--- src/rtl/txsched_pkg.sv ---
package txsched_pkg;

    // Controller states
    typedef enum logic [0:0] {
        ST_IDLE = 1'b0,
        ST_WAIT = 1'b1
    } sched_state_t;

endpackage

--- src/rtl/txsched_counter.sv ---
module txsched_counter #(
    parameter int TS_W = 40
) (
    input  logic            clk,
    input  logic            rst_n,
    input  logic            load,
    input  logic [TS_W-1:0] load_val,
    input  logic            rx_evt,
    output logic [TS_W-1:0] now,
    output logic [TS_W-1:0] rx_ts
);

    localparam logic [TS_W-1:0] ONE = {{(TS_W-1){1'b0}}, 1'b1};

    // Free-running timestamp, wraps naturally at 2^TS_W
    always_ff @(posedge clk) begin
        if (!rst_n) begin
            now <= '0;
        end else if (load) begin
            now <= load_val;
        end else begin
            now <= now + ONE;
        end
    end

    // Arrival capture, independent of any pending schedule
    always_ff @(posedge clk) begin
        if (!rst_n) begin
            rx_ts <= '0;
        end else if (rx_evt) begin
            rx_ts <= now;
        end
    end


    capture_chk: assert property (@(posedge clk) disable iff (!rst_n)
        rx_evt |=> (rx_ts == $past(now)));

endmodule

--- src/rtl/txsched_calc.sv ---
module txsched_calc #(
    parameter int TS_W     = 40,
    parameter int GRID_LSB = 9,
    parameter int ANT_W    = 16
) (
    input  logic [TS_W-1:0]  rx_ts,
    input  logic [TS_W-1:0]  dly,
    input  logic [ANT_W-1:0] ant,
    input  logic [TS_W-1:0]  now,
    output logic [TS_W-1:0]  tx_calc,
    output logic             is_late
);

    localparam logic [TS_W-1:0] GRID_MASK =
        {{(TS_W-GRID_LSB){1'b1}}, {GRID_LSB{1'b0}}};

    logic [TS_W-1:0] raw_sum;
    logic [TS_W-1:0] coarse;
    logic [TS_W-1:0] ant_ext;
    logic [TS_W-1:0] ahead;

    always_comb begin
        raw_sum = rx_ts + dly;
        coarse  = raw_sum & GRID_MASK;
        ant_ext = {{(TS_W-ANT_W){1'b0}}, ant};
        tx_calc = coarse + ant_ext;
        // distance to the target, modular; zero or negative means missed
        ahead   = tx_calc - now;
        is_late = ahead[TS_W-1] || (ahead == '0);
    end

endmodule

--- src/rtl/txsched_fsm.sv ---
module txsched_fsm
    import txsched_pkg::*;
#(
    parameter int TS_W = 40
) (
    input  logic            clk,
    input  logic            rst_n,
    input  logic            arm,
    input  logic [TS_W-1:0] now,
    input  logic [TS_W-1:0] tx_calc,
    input  logic            is_late,
    output logic [TS_W-1:0] tx_time,
    output logic            tx_start,
    output logic            busy,
    output logic            late,
    output logic            done
);

    sched_state_t state_q;
    sched_state_t state_d;
    logic         accept;
    logic         hit;

    // State register
    always_ff @(posedge clk) begin
        if (!rst_n) begin
            state_q <= ST_IDLE;
        end else begin
            state_q <= state_d;
        end
    end

    // Next-state logic
    always_comb begin
        state_d = state_q;
        unique case (state_q)
            ST_IDLE: begin
                if (arm && !is_late) begin
                    state_d = ST_WAIT;      // ARM_OK
                end                         // ARM_LATE stays idle
            end
            ST_WAIT: begin
                if (hit) begin
                    state_d = ST_IDLE;      // FIRE
                end
            end
            default: state_d = ST_IDLE;
        endcase
    end

    // Outputs
    always_comb begin
        hit      = (now == tx_time);
        accept   = (state_q == ST_IDLE) && arm;
        busy     = (state_q == ST_WAIT);
        tx_start = busy && hit;
    end

    // Schedule and status registers
    always_ff @(posedge clk) begin
        if (!rst_n) begin
            tx_time <= '0;
            late    <= 1'b0;
            done    <= 1'b0;
        end else if (accept) begin
            tx_time <= tx_calc;
            late    <= is_late;
            done    <= 1'b0;
        end else if (tx_start) begin
            done    <= 1'b1;
        end
    end


    late_idle_chk: assert property (@(posedge clk) disable iff (!rst_n)
        $rose(late) |-> !busy);


    strobe_once_chk: assert property (@(posedge clk) disable iff (!rst_n)
        tx_start |=> (!tx_start && done && !busy));


    late_done_excl_chk: assert property (@(posedge clk) disable iff (!rst_n)
        !(late && done));


    arm_ignored_chk: assert property (@(posedge clk) disable iff (!rst_n)
        (busy && arm) |=> ($stable(tx_time) && !late));

endmodule

--- src/rtl/txsched_top.sv ---
module txsched_top #(
    parameter int TS_W     = 40,
    parameter int GRID_LSB = 9,
    parameter int ANT_W    = 16
) (
    input  logic             clk,
    input  logic             rst_n,
    input  logic             cnt_load,
    input  logic [TS_W-1:0]  cnt_load_val,
    input  logic             rx_evt,
    input  logic [TS_W-1:0]  reply_dly,
    input  logic [ANT_W-1:0] ant_dly,
    input  logic             arm,
    output logic [TS_W-1:0]  sys_time,
    output logic [TS_W-1:0]  rx_time,
    output logic [TS_W-1:0]  tx_time,
    output logic             tx_start,
    output logic             busy,
    output logic             late,
    output logic             done
);

    logic [TS_W-1:0] tx_calc;
    logic            is_late;

    txsched_counter #(.TS_W(TS_W)) u_counter (
        .clk      (clk),
        .rst_n    (rst_n),
        .load     (cnt_load),
        .load_val (cnt_load_val),
        .rx_evt   (rx_evt),
        .now      (sys_time),
        .rx_ts    (rx_time)
    );

    txsched_calc #(.TS_W(TS_W), .GRID_LSB(GRID_LSB), .ANT_W(ANT_W)) u_calc (
        .rx_ts   (rx_time),
        .dly     (reply_dly),
        .ant     (ant_dly),
        .now     (sys_time),
        .tx_calc (tx_calc),
        .is_late (is_late)
    );

    txsched_fsm #(.TS_W(TS_W)) u_fsm (
        .clk      (clk),
        .rst_n    (rst_n),
        .arm      (arm),
        .now      (sys_time),
        .tx_calc  (tx_calc),
        .is_late  (is_late),
        .tx_time  (tx_time),
        .tx_start (tx_start),
        .busy     (busy),
        .late     (late),
        .done     (done)
    );


    rx_pending_chk: assert property (@(posedge clk) disable iff (!rst_n)
        (busy && rx_evt && !tx_start) |=> ($stable(tx_time) && busy));

endmodule

--- config.mk ---
export PLATFORM = sky130hd
export DESIGN_NAME = txsched_top
export DESIGN_NICKNAME = d
export VERILOG_FILES = /design/src/rtl/txsched_pkg.sv /design/src/rtl/txsched_counter.sv /design/src/rtl/txsched_calc.sv /design/src/rtl/txsched_fsm.sv /design/src/rtl/txsched_top.sv
export SDC_FILE = /design/constraint.sdc
export NUM_CORES = 1
export LEC_CHECK = 0
export ABC_AREA = 1
export BUFFER_PORTS_ARGS = -buffer_cell sky130_fd_sc_hd__clkbuf_2
export CAP_MARGIN = 10
export CORE_ASPECT_RATIO = 0.8
export CORE_UTILIZATION = 59
export DETAILED_ROUTE_END_ITERATION = 16
export GPL_TIMING_DRIVEN = 0
export PLACE_DENSITY_LB_ADDON = 0.08
export SLEW_MARGIN = 10
export SYNTH_ARGS = -nofsm -noshare
export SYNTH_HDL_FRONTEND = slang
export SYNTH_SLANG_ARGS = --single-unit
export TNS_END_PERCENT = 100
--- constraint.sdc ---
create_clock -name clk -period 10.77 [get_ports clk]
set_input_delay 2.154 -clock clk [delete_from_list [all_inputs] [get_ports clk]]
set_output_delay 2.154 -clock clk [all_outputs]
set_load 0.03 [all_outputs]
Word-level counts from Yosys, hierarchy flattened
Index checks and enable logic that the tools add are counted.

Add/subtract/negate cells: 4. Equal/unequal tests: 1. Muxes and demuxes: 4. Bitwise logic cells: 2. Reduce and logical (&&, ||, !) cells: 7.

Operators with widths (count): adder 40 x 1 -> 40 bit, second input constant (1); adder 40 x 16 -> 40 bit (1); adder 40 bit (1); == test 40 bit (1); logical NOT 40 bit (1); 2-to-1 mux 40 bit (1); subtractor 40 bit (1); logical AND 1 bit (3); 2-to-1 mux 1 bit (2); NOT 1 bit (2); one-hot mux 1 bit (2 select lines) (1); OR reduction 2 bit (1); logical NOT 1 bit (1); logical OR 1 bit (1).

Register bits: 123.

Depth between registers and ports, before layout
Gate-level depths: netlist of run 1.

Depth after elaboration: 9. Depth in mapped cells: 46. Mapped depth without buffers: 46.

By module
Synthesis of run 1 repeated with hierarchy kept, for this count alone.

Cell total of the unflattened synthesis: 2401. Area total of the unflattened synthesis: 13246.5 um^2.

By module, submodules not included: txsched_calc (times used 1, cells an instance 1477, area each 7155.6 um^2, seq. area each 0.0 um^2); txsched_counter (times used 1, cells an instance 617, area each 3997.6 um^2, seq. area each 1601.5 um^2); txsched_fsm (times used 1, cells an instance 307, area each 2093.3 um^2, seq. area each 860.8 um^2).

Least setup slack after synthesis of run 1
Ideal clock, no wire load.

Kind: input -> register. Start point: input port reply_dly[9]. End point: register u_fsm.state_q (netlist: u_fsm.busy). Library setup time: 0.132 ns. Data arrival time: 6.506 ns. Required time: 10.638 ns. Path slack: 4.132 ns. Cell stages on the path: 42. Path through: ha_1 -> nand2_1 -> inv_1 -> nand2_1 -> nand2_1 -> inv_1 -> nand3_1 -> xor2_1 -> ha_1 -> nand2_1 -> nand2_1 -> a31oi_1 -> o21ai_1 -> a21oi_1 -> o21ai_0 -> nand2_1 -> nor2_1 -> nand2_1 -> [... 6 more ...] -> nand2_1 -> inv_1 -> a21oi_1 -> nand2_1 -> a21oi_1 -> nand2_1 -> nand2_1 -> nand2_1 -> nand3_1 -> nand2_1 -> nand2_1 -> nand2_1 -> nand2_1 -> o21ai_0 -> nor2_1 -> nand3_1 -> nand3_1 -> a21oi_1.

Word-level cells in the longest chain between the ends: 9.

RTL lines: start: declaration (RTL line txsched_top.sv:11) `input logic [TS_W-1:0] reply_dly,`; adder 40 bit (*) (RTL line txsched_calc.sv:23) `raw_sum = rx_ts + dly;`; adder 40 x 16 -> 40 bit (*) (RTL line txsched_calc.sv:26) `tx_calc = coarse + ant_ext;`; named net tx_calc[28] (RTL line txsched_top.sv:23) `logic [TS_W-1:0] tx_calc;`; subtractor 40 bit (*) (RTL line txsched_calc.sv:28) `ahead = tx_calc - now;`; logical NOT 40 bit (RTL line txsched_calc.sv:29) `is_late = ahead[TS_W-1] || (ahead == '0);`; logical OR 1 bit (*) (RTL line txsched_calc.sv:29); logical NOT 1 bit (*) (RTL line txsched_fsm.sv:38) `if (arm && !is_late) begin`; logical AND 1 bit (*) (RTL line txsched_fsm.sv:38); 2-to-1 mux 1 bit (*) (RTL line txsched_fsm.sv:38); one-hot mux 1 bit (2 select lines) (*) (RTL line txsched_fsm.sv:36) `unique case (state_q)`; end signal: assignment (RTL line txsched_fsm.sv:29) `state_q <= state_d;`; end: declaration (RTL line txsched_fsm.sv:19) `sched_state_t state_q;`.

The timed path passes the listed nets; every way through them passes the cells marked *. A chain may end at the register's enable or synchronous reset.

Worst setup path after layout of run 1
Start point: input port reply_dly[5]. End point: register u_fsm.late.

Word-level cells in the longest chain between the ends: 5.

RTL lines: adder 40 bit (*) (RTL line txsched_calc.sv:23); adder 40 x 16 -> 40 bit (*) (RTL line txsched_calc.sv:26); named net tx_calc[20] (RTL line txsched_top.sv:23); subtractor 40 bit (*) (RTL line txsched_calc.sv:28); logical NOT 40 bit (RTL line txsched_calc.sv:29); logical OR 1 bit (*) (RTL line txsched_calc.sv:29); end signal: assignment (RTL line txsched_fsm.sv:67) `late <= is_late;`; end: declaration (RTL line txsched_fsm.sv:15) `output logic late,`.

Marks and branches as above.

==> run_summary.xml, run 1 <==
<?xml version="1.0" encoding="UTF-8"?>
<metrics>
  <group name="route">
    <metric name="routed_via_density" unit="">5.77</metric>
    <metric name="dr.first_iter.drc_count" unit="">2005</metric>
    <metric name="wirelength_met1" unit="um">20100</metric>
    <metric name="route.met3.wl" unit="um">6600</metric>
    <metric name="drtPass1Iterations" unit="">14</metric>
    <metric name="met2WireLength" unit="um">19400</metric>
    <metric name="top_layer_used" unit="">met4</metric>
    <metric name="post-route-drc-count" unit="">0</metric>
    <metric name="wl_per_cell" unit="um">18.7</metric>
    <metric name="detail_route.wirelength" unit="um">47900</metric>
    <metric name="ant_nets" unit="">0</metric>
    <metric name="vias" unit="">14800</metric>
  </group>
  <group name="synth">
    <metric name="netlist.area_leader.share" unit="%">20.3</metric>
    <metric name="number_of_unique_standard_cell_types_used_by_synthesis" unit="">51</metric>
    <metric name="yosys_register_bits" unit="">123</metric>
    <metric name="synth_edf_count" unit="">0</metric>
    <metric name="most_used_flip_flop_cell_after_synthesis" unit="">sky130_fd_sc_hd__dfxtp_1</metric>
    <metric name="synth_seq_area_share" unit="%">20.3</metric>
    <metric name="netlist_area_pre_place" unit="mm^2">0.0121</metric>
    <metric name="synthesis.instances" unit="">2045</metric>
    <metric name="synth.net_count" unit="">2233</metric>
    <metric name="yosys-top-cells-area" unit="">sky130_fd_sc_hd__dfxtp_1, sky130_fd_sc_hd__nand2_1, sky130_fd_sc_hd__inv_1</metric>
    <metric name="synthesized_area_per_cell" unit="um^2">5.92</metric>
    <metric name="synth_top_area_cell" unit="">sky130_fd_sc_hd__dfxtp_1</metric>
    <metric name="ffs_w_async_s_r_synth" unit="%">0</metric>
    <metric name="synth.yosys.warnings" unit="">0</metric>
  </group>
  <group name="critical_path">
    <metric name="ff2ff_setup_slack" unit="ps">4330</metric>
    <metric name="startpoint_of_the_most_critical_setup_path" unit="">reply_dly[5]</metric>
    <metric name="setup.worst_path.start_class" unit="">primary input</metric>
    <metric name="cp_num_buf_inv" unit="">3</metric>
    <metric name="slowest_stage" unit="">sky130_fd_sc_hd__xor2_1</metric>
    <metric name="timing.setup.critical_path_class" unit="">in -&gt; reg</metric>
    <metric name="cpPeakStageDelay" unit="ps">380</metric>
    <metric name="worst-endpoint-arrival" unit="ps">8290</metric>
    <metric name="reg2regPathDepth" unit="">38</metric>
    <metric name="setup.worst_path.end_class" unit="">flop</metric>
    <metric name="worst_path_dominant_cell_family" unit="">simple AND/OR/NAND/NOR gates</metric>
    <metric name="path_common_cell" unit="">sky130_fd_sc_hd__nand2_1</metric>
    <metric name="worstPathMaxFanout" unit="">5</metric>
    <metric name="rr_startpoint" unit="">u_counter.rx_ts[5]</metric>
    <metric name="worst_r2r_endpoint" unit="">u_fsm.late</metric>
    <metric name="critical_path_required" unit="ps">11140</metric>
  </group>
  <group name="global_routing">
    <metric name="grt-ovfl-total" unit="">0</metric>
    <metric name="grt_max_degree" unit="">17</metric>
    <metric name="grt_antenna_before_repair" unit="">0</metric>
    <metric name="grt_pass1_vias" unit="">12700</metric>
    <metric name="grtUsageTotal" unit="%">44.6</metric>
    <metric name="grt_pass1_wl" unit="um">70900</metric>
  </group>
  <group name="cells_and_area">
    <metric name="stdcell_count" unit="">2564</metric>
    <metric name="fillers" unit="">1813</metric>
    <metric name="num-nets-final" unit="">2475</metric>
    <metric name="area_of_the_multi_input_gates" unit="mm^2">0.00822</metric>
    <metric name="diodes" unit="">0</metric>
    <metric name="finalInstanceArea" unit="mm^2">0.0142</metric>
    <metric name="seqCellArea" unit="mm^2">0.00246</metric>
    <metric name="final_common_cell" unit="">sky130_fd_sc_hd__nand2_1</metric>
    <metric name="layout-drive-gt1-share" unit="%">13.1</metric>
    <metric name="area_growth" unit="%">17.1</metric>
    <metric name="layout_common_cells" unit="">sky130_fd_sc_hd__nand2_1, sky130_fd_sc_hd__inv_1, sky130_fd_sc_hd__nor2_1</metric>
  </group>
  <group name="clock_tree">
    <metric name="tritoncts" unit="">yes</metric>
    <metric name="htree_levels" unit="">4</metric>
    <metric name="path_clk_slew" unit="ps">70</metric>
    <metric name="postCtsSetupBuffers" unit="">0</metric>
    <metric name="postCtsResizedCells" unit="">0</metric>
    <metric name="clkSinkCount" unit="">123</metric>
    <metric name="clk_latency" unit="ps">430</metric>
    <metric name="cts_buffer_depth" unit="">2</metric>
    <metric name="cts_buffers" unit="">17</metric>
    <metric name="root_buffer" unit="">sky130_fd_sc_hd__clkbuf_16</metric>
    <metric name="hold_buffers" unit="">0</metric>
  </group>
  <group name="floorplanning">
    <metric name="placeable_area" unit="mm^2">0.0200</metric>
    <metric name="initial_core_util" unit="%">60.6</metric>
    <metric name="io_pins" unit="">225</metric>
    <metric name="placementRows" unit="">46</metric>
    <metric name="die-area" unit="mm^2">0.0211</metric>
    <metric name="die_height" unit="um">130</metric>
    <metric name="dieWidth" unit="um">162</metric>
  </group>
  <group name="min_path">
    <metric name="hold_path_depth" unit="">1</metric>
    <metric name="worstHoldPathType" unit="">reg -&gt; reg</metric>
    <metric name="min-delay-start" unit="">u_fsm.done</metric>
    <metric name="worstHoldEndpoint" unit="">u_fsm.done</metric>
  </group>
  <group name="timing">
    <metric name="final.period_utilization" unit="%">73.5</metric>
    <metric name="max-slew-margin-rel" unit="%">29.1</metric>
    <metric name="setup_viol" unit="">0</metric>
    <metric name="finalHoldViolations" unit="">0</metric>
    <metric name="slew_violations" unit="">0</metric>
    <metric name="layout_min_cycle_time" unit="ps">7920</metric>
    <metric name="setup_repair_after_global_routing_missed_its_margin" unit="">no</metric>
    <metric name="clock.fmax" unit="MHz">126</metric>
    <metric name="skew" unit="ps">14.2</metric>
    <metric name="total_negative_slack" unit="ps">0</metric>
    <metric name="worst_slew_pin_slew" unit="ps">1050</metric>
  </group>
  <group name="pwr">
    <metric name="power_density" unit="mW/mm^2">161</metric>
    <metric name="p_leak" unit="nW">7.65</metric>
    <metric name="design_power_total" unit="mW">2.29</metric>
    <metric name="maximum_vdd_drop" unit="uV">106</metric>
  </group>
  <group name="placed_design">
    <metric name="buffer_ports.inserted" unit="">223</metric>
    <metric name="place.detailed.instances" unit="">2532</metric>
    <metric name="gp_congestion" unit="">1.03</metric>
    <metric name="hpwlAfterDp" unit="um">39700</metric>
    <metric name="dpl_cell_area" unit="mm^2">0.0135</metric>
  </group>
  <group name="flow_run">
    <metric name="maxCapViolations" unit="">0</metric>
  </group>
  <group name="status">
    <metric name="outcome" unit="">completed</metric>
  </group>
</metrics>
state kept, by name, summed over array words and instances, names as in the netlist:
signal and cells:
u_fsm.done 1, u_fsm.tx_time 40, u_counter.rx_ts 40, u_fsm.late 1, u_fsm.busy 1, u_counter.now 40
area by class of cell:
| cell class | instances | area share [%] |
|---|---|---|
| Multi-Input combinational cell | 1543 | 58.0 |
| Clock inverter | 14 | 1.29 |
| Clock buffer | 18 | 3.10 |
| Tap cell | 264 | 2.33 |
| Buffer | 34 | 0.909 |
| Timing Repair Buffer | 223 | 7.88 |
| Sequential cell | 123 | 17.4 |
| Inverter | 345 | 9.14 |
worst register-to-register path: cells and delay by family (launching register included):
kind,cells,cell delay [ps]
DFF,1,340
buffers and inverters,2,160
and+or+nand+nor,27,3610
adders and majority gates,3,920
AOI/OAI and AO/OA,4,640
xor gates and xnor gates,2,730
per-stage QoR:
stage	utilization [%]	setup slack, ps	hold slack [ps]
after floorplan	-	4130	601
after global placement	67.8	2780	449
after detailed placement	67.8	2680	459
after CTS	70.9	3080	474
after global routing	70.9	2450	510
final	70.9	2850	472
how the worst max path moves through the flow:
stage | to | slack (ps) | cells past startpoint
floorplan | u_fsm.busy | 4130 | 42
global placement | u_fsm.late | 2780 | 37
detailed placement | u_fsm.late | 2680 | 39
CTS | u_fsm.late | 3080 | 39
global route | u_fsm.late | 2450 | 40
finish | u_fsm.late | 2850 | 39
Yosys cell counts, types with 11 or more instances:
| library cell | n |
|---|---|
| sky130_fd_sc_hd__nand3_1 | 96 |
| sky130_fd_sc_hd__nor2_2 | 12 |
| sky130_fd_sc_hd__o21bai_1 | 14 |
| sky130_fd_sc_hd__xnor2_1 | 48 |
| sky130_fd_sc_hd__a21oi_1 | 109 |
| sky130_fd_sc_hd__a22o_1 | 16 |
| sky130_fd_sc_hd__o21ai_0 | 111 |
| sky130_fd_sc_hd__clkbuf_1 | 32 |
| sky130_fd_sc_hd__nand2_1 | 585 |
| sky130_fd_sc_hd__dfxtp_1 | 123 |
| sky130_fd_sc_hd__ha_1 | 85 |
| sky130_fd_sc_hd__nor2_1 | 231 |
| sky130_fd_sc_hd__inv_1 | 335 |
| sky130_fd_sc_hd__nand4_1 | 46 |
| sky130_fd_sc_hd__xor2_1 | 63 |
| sky130_fd_sc_hd__nor4_1 | 18 |
| sky130_fd_sc_hd__nand3b_1 | 11 |
| sky130_fd_sc_hd__nor3_1 | 26 |
power breakdown:
part / total (mW) / switching (mW) / internal (mW)
logic: 1.10 / 0.750 / 0.351
clock network: 0.628 / 0.252 / 0.376
registers: 0.559 / 0.0608 / 0.498
total: 2.29 / 1.06 / 1.23
per-layer routing:
| layer | vias up | track usage (%) |
|---|---|---|
| li1 | 7009 | - |
| met1 | 6626 | 60.6 |
| met2 | 1022 | 66.4 |
| met3 | 137 | 13.2 |
| met4 | 0 | 16.4 |
| met5 | - | 0 |
cells by family after synthesis:
group	count (synthesis)	synth area share [%]
AO/OA/AOI/OAI	295	13.9
XOR/XNOR	111	8.03
adder cells (fa/ha/maj)	87	9.12
buffers and inverters	379	11.8
flip-flops	123	20.3
AND/OR/NAND/NOR	1050	36.9
(Power assumes the default switching activity.)
==> run 2: changes to the inputs <==
CORE_UTILIZATION = 52   (was 59)
clock period = 6.65 ns   (was 10.77 ns; I/O delays follow)
==> run 2 against run 1 <==
Non-clock buffer count increased by 16. Design area increased by 3.3%. Sequential cell count is the same. Clock skew is 2.6 ps lower. First-iteration DRC count down 19%. Core utilization shrank 6.2 points. Count of clock-buffer cells in the layout is 3 higher. Cell count increased by 2.1%. Setup slack worse by 2500 ps. Hold slack gained 21 ps.
==> run_summary.xml, run 2 (synthesis results as in run 1) <==
<?xml version="1.0" encoding="UTF-8"?>
<metrics>
  <group name="clock_tree">
    <metric name="tritoncts" unit="">yes</metric>
    <metric name="hold_buffers" unit="">0</metric>
    <metric name="root_buffer" unit="">sky130_fd_sc_hd__clkbuf_16</metric>
    <metric name="cts_buffers" unit="">17</metric>
    <metric name="cts_buffer_depth" unit="">2</metric>
    <metric name="clk_latency" unit="ps">420</metric>
    <metric name="clkSinkCount" unit="">123</metric>
    <metric name="path_clk_slew" unit="ps">60</metric>
    <metric name="htree_levels" unit="">4</metric>
  </group>
  <group name="critical_path">
    <metric name="slowest_stage" unit="">sky130_fd_sc_hd__ha_1</metric>
    <metric name="rr_startpoint" unit="">u_counter.rx_ts[9]</metric>
    <metric name="cp_num_buf_inv" unit="">4</metric>
    <metric name="ff2ff_setup_slack" unit="ps">940</metric>
    <metric name="reg2regPathDepth" unit="">38</metric>
    <metric name="worstPathMaxFanout" unit="">5</metric>
    <metric name="timing.setup.critical_path_class" unit="">in -&gt; reg</metric>
    <metric name="worst_r2r_endpoint" unit="">u_fsm.late</metric>
    <metric name="critical_path_required" unit="ps">7010</metric>
    <metric name="worst-endpoint-arrival" unit="ps">6650</metric>
    <metric name="setup.worst_path.start_class" unit="">primary input</metric>
    <metric name="cpPeakStageDelay" unit="ps">340</metric>
    <metric name="setup.worst_path.end_class" unit="">flop</metric>
    <metric name="startpoint_of_the_most_critical_setup_path" unit="">reply_dly[5]</metric>
    <metric name="worst_path_dominant_cell_family" unit="">simple AND/OR/NAND/NOR gates</metric>
    <metric name="path_common_cell" unit="">sky130_fd_sc_hd__nand2_1</metric>
  </group>
  <group name="min_path">
    <metric name="worstHoldPathType" unit="">reg -&gt; reg</metric>
    <metric name="min-delay-start" unit="">u_fsm.busy</metric>
    <metric name="worstHoldEndpoint" unit="">u_fsm.busy</metric>
    <metric name="hold_path_depth" unit="">2</metric>
  </group>
  <group name="placed_design">
    <metric name="hpwlAfterDp" unit="um">41000</metric>
    <metric name="gp_congestion" unit="">0.988</metric>
    <metric name="place_ws" unit="ps">-599</metric>
    <metric name="buffer_ports.inserted" unit="">223</metric>
  </group>
  <group name="route">
    <metric name="detail_route.wirelength" unit="um">49000</metric>
    <metric name="drtPass1Iterations" unit="">8</metric>
    <metric name="vias" unit="">14500</metric>
    <metric name="routed_via_density" unit="">5.55</metric>
    <metric name="ant_nets" unit="">0</metric>
    <metric name="post-route-drc-count" unit="">0</metric>
    <metric name="dr.first_iter.drc_count" unit="">1624</metric>
    <metric name="wl_per_cell" unit="um">18.7</metric>
  </group>
  <group name="floorplanning">
    <metric name="die_height" unit="um">138</metric>
    <metric name="initial_core_util" unit="%">53.5</metric>
    <metric name="placeable_area" unit="mm^2">0.0226</metric>
    <metric name="die-area" unit="mm^2">0.0239</metric>
    <metric name="io_pins" unit="">225</metric>
    <metric name="dieWidth" unit="um">173</metric>
    <metric name="placementRows" unit="">49</metric>
  </group>
  <group name="cells_and_area">
    <metric name="final_common_cell" unit="">sky130_fd_sc_hd__nand2_1</metric>
    <metric name="diodes" unit="">0</metric>
    <metric name="biggestRegsByFlops" unit="">u_counter.now: 40 flops, u_counter.rx_ts: 40 flops, u_fsm.tx_time: 40 flops</metric>
    <metric name="layout_common_cells" unit="">sky130_fd_sc_hd__nand2_1, sky130_fd_sc_hd__inv_1, sky130_fd_sc_hd__clkbuf_2</metric>
    <metric name="area_growth" unit="%">21.0</metric>
    <metric name="layout-drive-gt1-share" unit="%">16.0</metric>
    <metric name="num-nets-final" unit="">2491</metric>
  </group>
  <group name="timing">
    <metric name="worst_slew_pin_slew" unit="ps">941</metric>
    <metric name="finalHoldViolations" unit="">0</metric>
    <metric name="setup_viol" unit="">0</metric>
    <metric name="slew_violations" unit="">0</metric>
    <metric name="layout_min_cycle_time" unit="ps">6290</metric>
    <metric name="max-slew-margin-rel" unit="%">37.1</metric>
    <metric name="finalWorstSetupSlack" unit="ps">356</metric>
    <metric name="final.period_utilization" unit="%">94.7</metric>
    <metric name="skew" unit="ps">11.6</metric>
    <metric name="clock.fmax" unit="MHz">159</metric>
  </group>
  <group name="global_routing">
    <metric name="grt_antenna_before_repair" unit="">1</metric>
    <metric name="grtUsageTotal" unit="%">39.7</metric>
    <metric name="grt_pass1_wl" unit="um">72900</metric>
    <metric name="grt_max_degree" unit="">17</metric>
    <metric name="grt_pass1_vias" unit="">12900</metric>
    <metric name="grt-ovfl-total" unit="">0</metric>
  </group>
  <group name="pwr">
    <metric name="p_leak" unit="nW">7.78</metric>
    <metric name="maximum_vdd_drop" unit="uV">182</metric>
    <metric name="power_density" unit="mW/mm^2">256</metric>
    <metric name="design_power_total" unit="mW">3.75</metric>
  </group>
  <group name="status">
    <metric name="outcome" unit="">completed</metric>
  </group>
  <group name="flow_run">
    <metric name="maxCapViolations" unit="">0</metric>
  </group>
</metrics>
## run 2: final cells by class
| class | instances | area (um^2) |
|---|---|---|
| buffer | 34 | 129 |
| clock buffer | 21 | 470 |
| clock inverter | 8 | 143 |
| fill | 2184 | 7980 |
| inverter | 345 | 1290 |
| multi-input combinational | 1543 | 8520 |
| sequential | 123 | 2460 |
| tap | 306 | 383 |
| timing repair buffer | 239 | 1240 |
## run 2: worst max path at each step
stage / depth (start not counted) / slack [ps] / end
after floorplan: 42 / 840 / u_fsm.busy
final: 39 / 360 / u_fsm.late
after global placement: 36 / -480 / u_fsm.busy
after CTS: 38 / 20 / u_fsm.late
after detailed placement: 37 / -600 / u_fsm.late
after global routing: 43 / -30 / u_fsm.late
## run 2: layer usage
layer / wire length, um / share of wire, % / track usage [%] / vias up
li1: - / - / - / 7041
met1: 22100 / 45 / 57.2 / 6599
met2: 19700 / 40 / 58.6 / 813
met3: 5850 / 12 / 10.1 / 82
met4: 1230 / 2.5 / 9.26 / 0
met5: 0 / 0 / 0 / -
## run 2: report_power, final
part / leakage (nW) / internal (mW) / switching (mW)
logic: 6.46 / 0.608 / 1.24
registers: 1.02 / 0.808 / 0.102
clock network: 0.301 / 0.649 / 0.343
total: 7.78 / 2.06 / 1.69
## run 2: timing repair
action                     4_1_cts  5_1_grt
pin swaps                        0       21
gates resized for setup          2       68
cloned                           0        0
setup endpoints to repair        2        2
buffers inserted                 1       15
## run 2: worst min-delay path: cells and delay by family (launching register included)
kind             cells  cell delay (ps)
AO/OA/AOI/OAI        1               60
AND/OR/NAND/NOR      1               70
flip-flops           1              320
## run 2: metrics by stage
step           TNS (ps)  util [%]  std cells  cell area, um^2  hold WS [ps]
2_1_floorplan         0         -       2045            12100           601
3_3_place_gp       -964      60.1       2574            13600           474
3_5_place_dp      -1190      60.1       2574            13600           476
4_1_cts               0      62.9       2604            14200           489
5_1_grt           -27.0      64.7       2619            14600           503
6_report              0      64.7       2619            14600           492
